===== src/rtl/flash_cmd_pkg.sv =====
package flash_cmd_pkg;

    localparam logic [7:0] CMD_RD_ARRAY = 8'hFF;
    localparam logic [7:0] CMD_RD_STAT  = 8'h70;
    localparam logic [7:0] CMD_RD_SIG   = 8'h90;
    localparam logic [7:0] CMD_CLR_SR   = 8'h50;
    localparam logic [7:0] CMD_PROG_A   = 8'h40;
    localparam logic [7:0] CMD_PROG_B   = 8'h10;
    localparam logic [7:0] CMD_ERASE    = 8'h20;
    localparam logic [7:0] CMD_BLANK    = 8'hBC;
    localparam logic [7:0] CMD_BLANK_OK = 8'hCB;
    localparam logic [7:0] CMD_CONFIRM  = 8'hD0;
    localparam logic [7:0] CMD_SUSPEND  = 8'hB0;
    localparam logic [7:0] CMD_PROT     = 8'h60;
    localparam logic [7:0] CMD_PROT_ON  = 8'h01;

    typedef enum logic [2:0] {
        PH_IDLE, PH_PROG_SU, PH_ERASE_SU, PH_BLANK_SU, PH_PROT_SU, PH_BUSY
    } phase_e;

    typedef enum logic [1:0] {OP_PROG, OP_ERASE, OP_BLANK} op_e;

    typedef enum logic [1:0] {SUS_NONE, SUS_PROG, SUS_ERASE} sus_e;

    typedef enum logic [1:0] {SRC_ARRAY, SRC_STATUS, SRC_SIG} rsrc_e;

endpackage


===== src/rtl/fci_timer.sv =====
module fci_timer #(
    parameter int CNT_W = 8
) (
    input  logic             clk,
    input  logic             rst_n,
    input  logic             load,
    input  logic [CNT_W-1:0] load_val,
    input  logic             run,
    output logic             at_one
);
    logic [CNT_W-1:0] cnt_d, cnt_q;

    always_comb begin
        cnt_d = cnt_q;
        if (load)
            cnt_d = load_val;
        else if (run && cnt_q != '0)
            cnt_d = cnt_q - 1'b1;
    end

    always_ff @(posedge clk or negedge rst_n) begin
        if (!rst_n) cnt_q <= '0;
        else        cnt_q <= cnt_d;
    end

    assign at_one = (cnt_q == CNT_W'(1));
endmodule


===== src/rtl/fci_protect.sv =====
module fci_protect #(
    parameter int BLK_W = 3,
    localparam int NBLK = 1 << BLK_W
) (
    input  logic             clk,
    input  logic             rst_n,
    input  logic             set_en,
    input  logic             clr_en,
    input  logic [BLK_W-1:0] sel,
    output logic [NBLK-1:0]  prot
);
    logic [NBLK-1:0] prot_d, prot_q;

    for (genvar i = 0; i < NBLK; i++) begin : g_bit
        always_comb begin
            prot_d[i] = prot_q[i];
            if (sel == BLK_W'(i)) begin
                if (set_en)      prot_d[i] = 1'b1;
                else if (clr_en) prot_d[i] = 1'b0;
            end
        end
    end

    always_ff @(posedge clk or negedge rst_n) begin
        if (!rst_n) prot_q <= '1;
        else        prot_q <= prot_d;
    end

    assign prot = prot_q;
endmodule


===== src/rtl/fci_rdmux.sv =====
module fci_rdmux
    import flash_cmd_pkg::*;
#(
    parameter int          DATA_W   = 16,
    parameter int          BLK_W    = 3,
    parameter logic [15:0] MFR_CODE = 16'h00A5,
    parameter logic [15:0] DEV_CODE = 16'h5A3C,
    parameter logic [15:0] CFG_WORD = 16'hBE4F,
    localparam int         NBLK     = 1 << BLK_W
) (
    input  rsrc_e              src,
    input  logic [1:0]         offs,
    input  logic [BLK_W-1:0]   blk,
    input  logic [7:0]         stat,
    input  logic [NBLK-1:0]    prot,
    input  logic [DATA_W-1:0]  arr_rdata,
    output logic [DATA_W-1:0]  rd_data
);
    logic [DATA_W-1:0] sig_word;

    always_comb begin
        case (offs)
            2'd0:    sig_word = DATA_W'(MFR_CODE);
            2'd1:    sig_word = DATA_W'(DEV_CODE);
            2'd2:    sig_word = DATA_W'(prot[blk]);
            default: sig_word = DATA_W'(CFG_WORD);
        endcase
    end

    always_comb begin
        case (src)
            SRC_STATUS: rd_data = DATA_W'(stat);
            SRC_SIG:    rd_data = sig_word;
            default:    rd_data = arr_rdata;
        endcase
    end
endmodule


===== src/rtl/flash_cmd_ctrl.sv =====
module flash_cmd_ctrl
    import flash_cmd_pkg::*;
#(
    parameter int          ADDR_W       = 12,
    parameter int          DATA_W       = 16,
    parameter int          BLK_W        = 3,
    parameter int          PROG_CYCLES  = 12,
    parameter int          ERASE_CYCLES = 40,
    parameter int          BLANK_CYCLES = 8,
    parameter logic [15:0] MFR_CODE     = 16'h00A5,
    parameter logic [15:0] DEV_CODE     = 16'h5A3C,
    parameter logic [15:0] CFG_WORD     = 16'hBE4F
) (
    input  logic              clk,
    input  logic              rst_n,
    input  logic              wr_en,
    input  logic [ADDR_W-1:0] wr_addr,
    input  logic [DATA_W-1:0] wr_data,
    input  logic [ADDR_W-1:0] rd_addr,
    output logic [DATA_W-1:0] rd_data,
    output logic [1:0]        rd_src,
    output logic [7:0]        stat,
    input  logic              pp_ok,
    input  logic [DATA_W-1:0] arr_rdata,
    input  logic              arr_blank,
    output logic              arr_we,
    output logic              arr_erase,
    output logic [ADDR_W-1:0] arr_addr,
    output logic [DATA_W-1:0] arr_wdata
);
    localparam int NBLK    = 1 << BLK_W;
    localparam int MAX_A   = (PROG_CYCLES > ERASE_CYCLES) ? PROG_CYCLES : ERASE_CYCLES;
    localparam int MAX_CYC = (MAX_A > BLANK_CYCLES) ? MAX_A : BLANK_CYCLES;
    localparam int CNT_W   = $clog2(MAX_CYC + 1);

    typedef struct packed {
        phase_e            phase;
        op_e               op;
        sus_e              sus;
        rsrc_e             mode;
        logic              e_ers;
        logic              e_prg;
        logic              e_vpp;
        logic              e_prt;
        logic [ADDR_W-1:0] addr;
        logic [DATA_W-1:0] data;
        logic              we;
        logic              er;
    } st_t;

    localparam st_t RESET_ST = '{
        phase: PH_IDLE, op: OP_PROG, sus: SUS_NONE, mode: SRC_ARRAY,
        e_ers: 1'b0, e_prg: 1'b0, e_vpp: 1'b0, e_prt: 1'b0,
        addr: '0, data: '0, we: 1'b0, er: 1'b0
    };

    st_t st_d, st_q;

    logic [7:0]       code;
    logic [BLK_W-1:0] wr_blk;
    logic [NBLK-1:0]  prot;
    logic             tgt_prot;
    logic             tmr_load, tmr_run, tmr_one, done;
    logic [CNT_W-1:0] tmr_val;
    logic             prot_set, prot_clr;

    assign code     = wr_data[7:0];
    assign wr_blk   = wr_addr[ADDR_W-1 -: BLK_W];
    assign tgt_prot = prot[wr_blk];
    assign done     = (st_q.phase == PH_BUSY) && tmr_one;

    always_comb begin
        st_d     = st_q;
        st_d.we  = 1'b0;
        st_d.er  = 1'b0;
        tmr_load = 1'b0;
        tmr_val  = '0;
        prot_set = 1'b0;
        prot_clr = 1'b0;

        case (st_q.phase)
            PH_IDLE: if (wr_en) begin
                case (code)
                    CMD_RD_ARRAY: st_d.mode = SRC_ARRAY;
                    CMD_RD_STAT:  st_d.mode = SRC_STATUS;
                    CMD_RD_SIG:   st_d.mode = SRC_SIG;
                    CMD_CLR_SR: begin
                        st_d.e_ers = 1'b0;
                        st_d.e_prg = 1'b0;
                        st_d.e_vpp = 1'b0;
                        st_d.e_prt = 1'b0;
                    end
                    CMD_PROT: st_d.phase = PH_PROT_SU;
                    CMD_PROG_A, CMD_PROG_B: if (st_q.sus == SUS_NONE) begin
                        st_d.phase = PH_PROG_SU;
                        st_d.mode  = SRC_STATUS;
                    end
                    CMD_ERASE: if (st_q.sus == SUS_NONE) begin
                        st_d.phase = PH_ERASE_SU;
                        st_d.mode  = SRC_STATUS;
                    end
                    CMD_BLANK: if (st_q.sus == SUS_NONE) begin
                        st_d.phase = PH_BLANK_SU;
                        st_d.mode  = SRC_STATUS;
                    end
                    CMD_CONFIRM: if (st_q.sus != SUS_NONE) begin
                        st_d.phase = PH_BUSY;
                        st_d.sus   = SUS_NONE;
                        st_d.mode  = SRC_STATUS;
                    end
                    default: ;
                endcase
            end

            PH_PROG_SU: if (wr_en) begin
                st_d.phase = PH_IDLE;
                if (!pp_ok)
                    st_d.e_vpp = 1'b1;
                else if (tgt_prot)
                    st_d.e_prt = 1'b1;
                else begin
                    st_d.phase = PH_BUSY;
                    st_d.op    = OP_PROG;
                    st_d.addr  = wr_addr;
                    st_d.data  = wr_data;
                    tmr_load   = 1'b1;
                    tmr_val    = CNT_W'(PROG_CYCLES);
                end
            end

            PH_ERASE_SU: if (wr_en) begin
                st_d.phase = PH_IDLE;
                if (code != CMD_CONFIRM) begin
                    st_d.e_ers = 1'b1;
                    st_d.e_prg = 1'b1;
                end else if (!pp_ok)
                    st_d.e_vpp = 1'b1;
                else if (tgt_prot)
                    st_d.e_prt = 1'b1;
                else begin
                    st_d.phase = PH_BUSY;
                    st_d.op    = OP_ERASE;
                    st_d.addr  = wr_addr;
                    tmr_load   = 1'b1;
                    tmr_val    = CNT_W'(ERASE_CYCLES);
                end
            end

            PH_BLANK_SU: if (wr_en) begin
                st_d.phase = PH_IDLE;
                if (code != CMD_BLANK_OK) begin
                    st_d.e_ers = 1'b1;
                    st_d.e_prg = 1'b1;
                end else if (!pp_ok)
                    st_d.e_vpp = 1'b1;
                else begin
                    st_d.phase = PH_BUSY;
                    st_d.op    = OP_BLANK;
                    st_d.addr  = wr_addr;
                    tmr_load   = 1'b1;
                    tmr_val    = CNT_W'(BLANK_CYCLES);
                end
            end

            PH_PROT_SU: if (wr_en) begin
                st_d.phase = PH_IDLE;
                if (code == CMD_PROT_ON)
                    prot_set = 1'b1;
                else if (code == CMD_CONFIRM)
                    prot_clr = 1'b1;
                else begin
                    st_d.e_ers = 1'b1;
                    st_d.e_prg = 1'b1;
                end
            end

            PH_BUSY: begin
                if (done) begin
                    st_d.phase = PH_IDLE;
                    case (st_q.op)
                        OP_PROG:  st_d.we = 1'b1;
                        OP_ERASE: st_d.er = 1'b1;
                        default:  if (!arr_blank) st_d.e_ers = 1'b1;
                    endcase
                end else if (wr_en) begin
                    if (code == CMD_RD_STAT)
                        st_d.mode = SRC_STATUS;
                    else if (code == CMD_SUSPEND && st_q.op != OP_BLANK) begin
                        st_d.phase = PH_IDLE;
                        st_d.sus   = (st_q.op == OP_PROG) ? SUS_PROG : SUS_ERASE;
                        st_d.mode  = SRC_STATUS;
                    end
                end
            end

            default: st_d.phase = PH_IDLE;
        endcase

        tmr_run = (st_q.phase == PH_BUSY) && (st_d.phase == PH_BUSY);
    end

    always_ff @(posedge clk or negedge rst_n) begin
        if (!rst_n) st_q <= RESET_ST;
        else        st_q <= st_d;
    end

    fci_timer #(.CNT_W(CNT_W)) u_timer (
        .clk      (clk),
        .rst_n    (rst_n),
        .load     (tmr_load),
        .load_val (tmr_val),
        .run      (tmr_run),
        .at_one   (tmr_one)
    );

    fci_protect #(.BLK_W(BLK_W)) u_protect (
        .clk    (clk),
        .rst_n  (rst_n),
        .set_en (prot_set),
        .clr_en (prot_clr),
        .sel    (wr_blk),
        .prot   (prot)
    );

    assign stat = {st_q.phase != PH_BUSY, st_q.sus == SUS_ERASE, st_q.e_ers, st_q.e_prg,
                   st_q.e_vpp, st_q.sus == SUS_PROG, st_q.e_prt, 1'b0};

    fci_rdmux #(
        .DATA_W   (DATA_W),
        .BLK_W    (BLK_W),
        .MFR_CODE (MFR_CODE),
        .DEV_CODE (DEV_CODE),
        .CFG_WORD (CFG_WORD)
    ) u_rdmux (
        .src       (st_q.mode),
        .offs      (rd_addr[1:0]),
        .blk       (rd_addr[ADDR_W-1 -: BLK_W]),
        .stat      (stat),
        .prot      (prot),
        .arr_rdata (arr_rdata),
        .rd_data   (rd_data)
    );

    assign rd_src    = st_q.mode;
    assign arr_we    = st_q.we;
    assign arr_erase = st_q.er;
    assign arr_addr  = st_q.addr;
    assign arr_wdata = st_q.data;
endmodule


===== config.mk =====
export PLATFORM = sky130hd
export DESIGN_NAME = flash_cmd_ctrl
export DESIGN_NICKNAME = d
export VERILOG_FILES = /design/src/rtl/flash_cmd_pkg.sv /design/src/rtl/fci_timer.sv /design/src/rtl/fci_protect.sv /design/src/rtl/fci_rdmux.sv /design/src/rtl/flash_cmd_ctrl.sv
export SDC_FILE = /design/constraint.sdc
export NUM_CORES = 1
export LEC_CHECK = 0
export BUFFER_PORTS_ARGS = -buffer_cell sky130_fd_sc_hd__buf_4
export CAP_MARGIN = 30
export CORE_MARGIN = 4
export CORE_UTILIZATION = 47
export DETAILED_ROUTE_END_ITERATION = 7
export GPL_ROUTABILITY_DRIVEN = 0
export PLACE_DENSITY = 0.81
export SETUP_SLACK_MARGIN = 0.2
export SLEW_MARGIN = 15
export SYNTH_ARGS = -nofsm -noshare
export SYNTH_HDL_FRONTEND = slang
export SYNTH_SLANG_ARGS = --single-unit

===== constraint.sdc =====
create_clock -name clk -period 2.1 [get_ports clk]
set_input_delay 0.315 -clock clk [delete_from_list [all_inputs] [get_ports clk]]
set_output_delay 0.315 -clock clk [all_outputs]
set_load 0.02 [all_outputs]

==> flow_metrics.tcl <==
set metrics [dict create \
    synth.yosys.seq_area_share_pct 38.3 \
    cp_num_buf_inv 2 \
    critical_path.max_fanout 2 \
    power_per_cell_area_mw_per_mm2 1000 \
    htree_depth 3 \
    synth_edf_count 0 \
    drtAntennaViolNets 0 \
    most_frequent_standard_cell_in_the_layout_excluding_fill_and_tap_cells "sky130_fd_sc_hd__buf_4" \
    synth_fp_nets 452 \
    portBuffers 108 \
    final.min_clock_period_ns 2.25 \
    outcome "complete, but fails checks" \
    cts-buffers-inserted 9 \
    critPathSlowestCell "sky130_fd_sc_hd__mux4_2" \
    cts.reportedPaths.clkPinSlew_ns 0.06 \
    clock_latency_ns 0.34 \
    cp_common_cell "sky130_fd_sc_hd__buf_6" \
    drv.max_cap_violation_count 0 \
    setup.worst_path.start_class "flop" \
    timing.critical_path.arrival_ns 1.94 \
    clock_sinks 57 \
    timing.critical_path.cells "buf_6 -> mux4_2 -> mux2i_4 -> a311oi_2 -> a21o_1 -> buf_6" \
    routed_length_per_placed_instance_um 19.1 \
    first_pass_iters 5 \
    chipWidth_um 97.3 \
    synth_area_mm2 0.00375 \
    finalMaxSlewViolations 0 \
    syn_avg_cell_area_um2 9.70 \
    finalWorstSetupSlack_ns -0.152 \
    post-place-cells 586 \
    max_stage_delay_ns 0.47 \
    fillers 483 \
    coreArea_mm2 0.00773 \
    drc 0 \
    synth.yosys.warnings 0 \
    top_level_ports 117 \
    mostFrequentLayoutCells "144 x sky130_fd_sc_hd__buf_4, 46 x sky130_fd_sc_hd__dfrtp_1, 30 x sky130_fd_sc_hd__buf_6, 21 x sky130_fd_sc_hd__nor2_1" \
    ctsLongestPathBuffers 2 \
    floorplan.initialDensity_pct 48.5 \
    finish.cell_count_without_fillers 634 \
    ys_flop_type "sky130_fd_sc_hd__dfrtp_1" \
    violations "setup timing" \
    timing.final.setup_violations 32 \
    cts-root-buf "sky130_fd_sc_hd__clkbuf_8" \
    detailedPlacementHpwl_um 7330 \
    flow.area_growth_from_synthesis_pct 52.4 \
    antenna_found_initial 0 \
    dieArea_mm2 0.00946 \
    highest_clock_frequency_the_design_can_meet_mhz 444 \
    finalHoldViolations 0 \
    required_ns 1.78 \
    post_route_cells_drive_above_1_share_pct 58.3 \
    layout.core_utilization_pct 73.9 \
    layout_worst_path_cycle_share_pct 107 \
    post_synth_arst_share_pct 100 \
    synthDistinctLibCells 71 \
    leak_pwr_uw 0.00260 \
    placement_rows 32 \
    postRouteWirelength_um 12100 \
    netlist_instances 386 \
    finish.net_count 593 \
    grt_pass1_vias 3703 \
    synth.ff_latch_count 57 \
    fin_setup_tns_ns -1.46 \
    worst_clock_skew_ns 0.00823 \
    detail_route.vias_per_cell 5.99 \
    place_worst_setup_slack_ns -0.144 \
    maximum_number_of_pins_on_one_net_before_global_route_repair 58 \
    path_class "flop to output pin" \
    detailroute.via_count 3800 \
    ir_drop_mv 0.797 \
    global_route.overflow_total 0 \
    tritoncts "done" \
    globalRouteTotalUtil_pct 22.8 \
    critPathCaptureType "output pin" \
    worst_max_slew_margin_expressed_relative_to_the_limit_pct 50.7 \
    floorplan.die.height_um 97.3 \
    ant_diodes 0 \
    min_path_type "input pin to asynchronous set/reset pin" \
    rsz_0062_raised_after_global_routing "yes" \
    worst_path_dominant_cell_family "multiplexers" \
    detail_route.iter0.violations 254 \
    tightest_slew_ns 0.739 \
    grt_pass1_wl_um 17800 \
]
==> routing by layer <==
layer | share of wire [%] | vias up | global-route usage (%)
met5 | 0 | - | 0
met3 | 7.6 | 59 | 5.38
met4 | 3.8 | 0 | 9.16
li1 | - | 1658 | -
met2 | 51 | 221 | 39.1
met1 | 38 | 1862 | 27.7
==> per-stage QoR <==
stage,area (um^2),hold slack [ns],total power (uW)
after floorplan,3820,0.0194,3520
after global placement,4710,0.407,4060
after detailed placement,4710,0.427,4150
after CTS,5350,0.0446,5440
after global routing,5710,0.0812,6020
final,5710,0.0412,5730
==> cells by family after synthesis <==
logic type,after synthesis,share of synthesized area [%]
AO/OA/AOI/OAI,94,18.0
XOR/XNOR,4,0.935
adder cells (fa/ha/maj),5,1.67
buffers and inverters,75,12.0
flip-flops,57,38.3
multiplexers,34,12.2
other,1,0.100
AND/OR/NAND/NOR,116,16.8
==> flip-flops by register name, summed over array words and instances (netlist names) <==
name / flops
u_protect.prot: 8
rd_src: 2
arr_erase: 1
st_q: 7
stat: 4
arr_addr: 12
u_timer.cnt_q: 6
arr_we: 1
arr_wdata: 16
==> cell usage after synthesis (3+ instances only) <==
library cell	n	area share, %
sky130_fd_sc_hd__o31a_1	4	0.94
sky130_fd_sc_hd__dfstp_2	8	5.6
sky130_fd_sc_hd__nand2_1	28	2.8
sky130_fd_sc_hd__and4_1	3	0.70
sky130_fd_sc_hd__nand3_1	4	0.53
sky130_fd_sc_hd__and2_1	4	0.67
sky130_fd_sc_hd__nor4_1	6	1.0
sky130_fd_sc_hd__a31oi_1	6	1.0
sky130_fd_sc_hd__clkbuf_1	12	1.2
sky130_fd_sc_hd__nor3_1	8	1.1
sky130_fd_sc_hd__nor2_1	23	2.3
sky130_fd_sc_hd__nand2b_1	6	1.0
sky130_fd_sc_hd__mux4_2	4	2.4
sky130_fd_sc_hd__o21ai_0	23	3.1
sky130_fd_sc_hd__a221o_1	3	0.80
sky130_fd_sc_hd__or2_2	3	0.50
sky130_fd_sc_hd__xor2_1	3	0.70
sky130_fd_sc_hd__mux2_2	23	6.9
sky130_fd_sc_hd__and3b_1	3	0.70
sky130_fd_sc_hd__ha_1	5	1.7
sky130_fd_sc_hd__nor2b_1	10	1.7
sky130_fd_sc_hd__mux2_4	5	2.0
sky130_fd_sc_hd__inv_1	20	2.0
sky130_fd_sc_hd__a21oi_1	16	2.1
sky130_fd_sc_hd__o41ai_1	3	0.70
sky130_fd_sc_hd__a21o_1	3	0.60
sky130_fd_sc_hd__o31ai_1	10	2.0
sky130_fd_sc_hd__dfrtp_1	49	33
sky130_fd_sc_hd__buf_4	36	7.2
==> worst paths after layout <==
path,depth (start not counted),slack [ns],endpoint,from
max in group asynchronous,1,1.53,st_q[40],rst_n
worst max-delay path,6,-0.15,rd_data[0],u_protect.prot[4]
min in group clk,2,0.20,arr_wdata[14],wr_data[14]
worst max register to register,6,-0.09,arr_wdata[2],u_protect.prot[7]
worst min-delay path,1,0.04,arr_addr[0],rst_n
worst min register to register,1,0.50,arr_we,st_q[39]
==> where the power goes <==
part	total (uW)	switching, uW	internal, uW
sequential	1720	262	1460
combinational	3020	1480	1540
clock	988	434	554
==> cell type report <==
type	count	area [um^2]	share of cell area [%]
tap	102	128	2.23
clock buffer	14	183	3.20
clock inverter	2	10.0	0.175
timing repair buffer	185	1660	29.1
inverter	20	87.6	1.53
sequential	57	1440	25.2
multi-input combinational	254	2200	38.5
==> worst reg2reg max path, cell delays in order (launching register included) <==
cell and delay, ns:
sky130_fd_sc_hd__dfstp_2 0.38, sky130_fd_sc_hd__mux4_2 0.49, sky130_fd_sc_hd__mux2i_4 0.21, sky130_fd_sc_hd__nand3_2 0.10, sky130_fd_sc_hd__or3_4 0.42, sky130_fd_sc_hd__buf_12 0.18
sky130_fd_sc_hd__mux2_4 0.30
==> what timing repair did <==
action,4_1_cts,5_1_grt
gates resized for setup,63,54
setup buffers,16,11
pin swaps,14,11
cloned,4,1
endpoints found under the setup margin,58,63
hold buffers,0,0
Power figures use the tool's default switching activity.
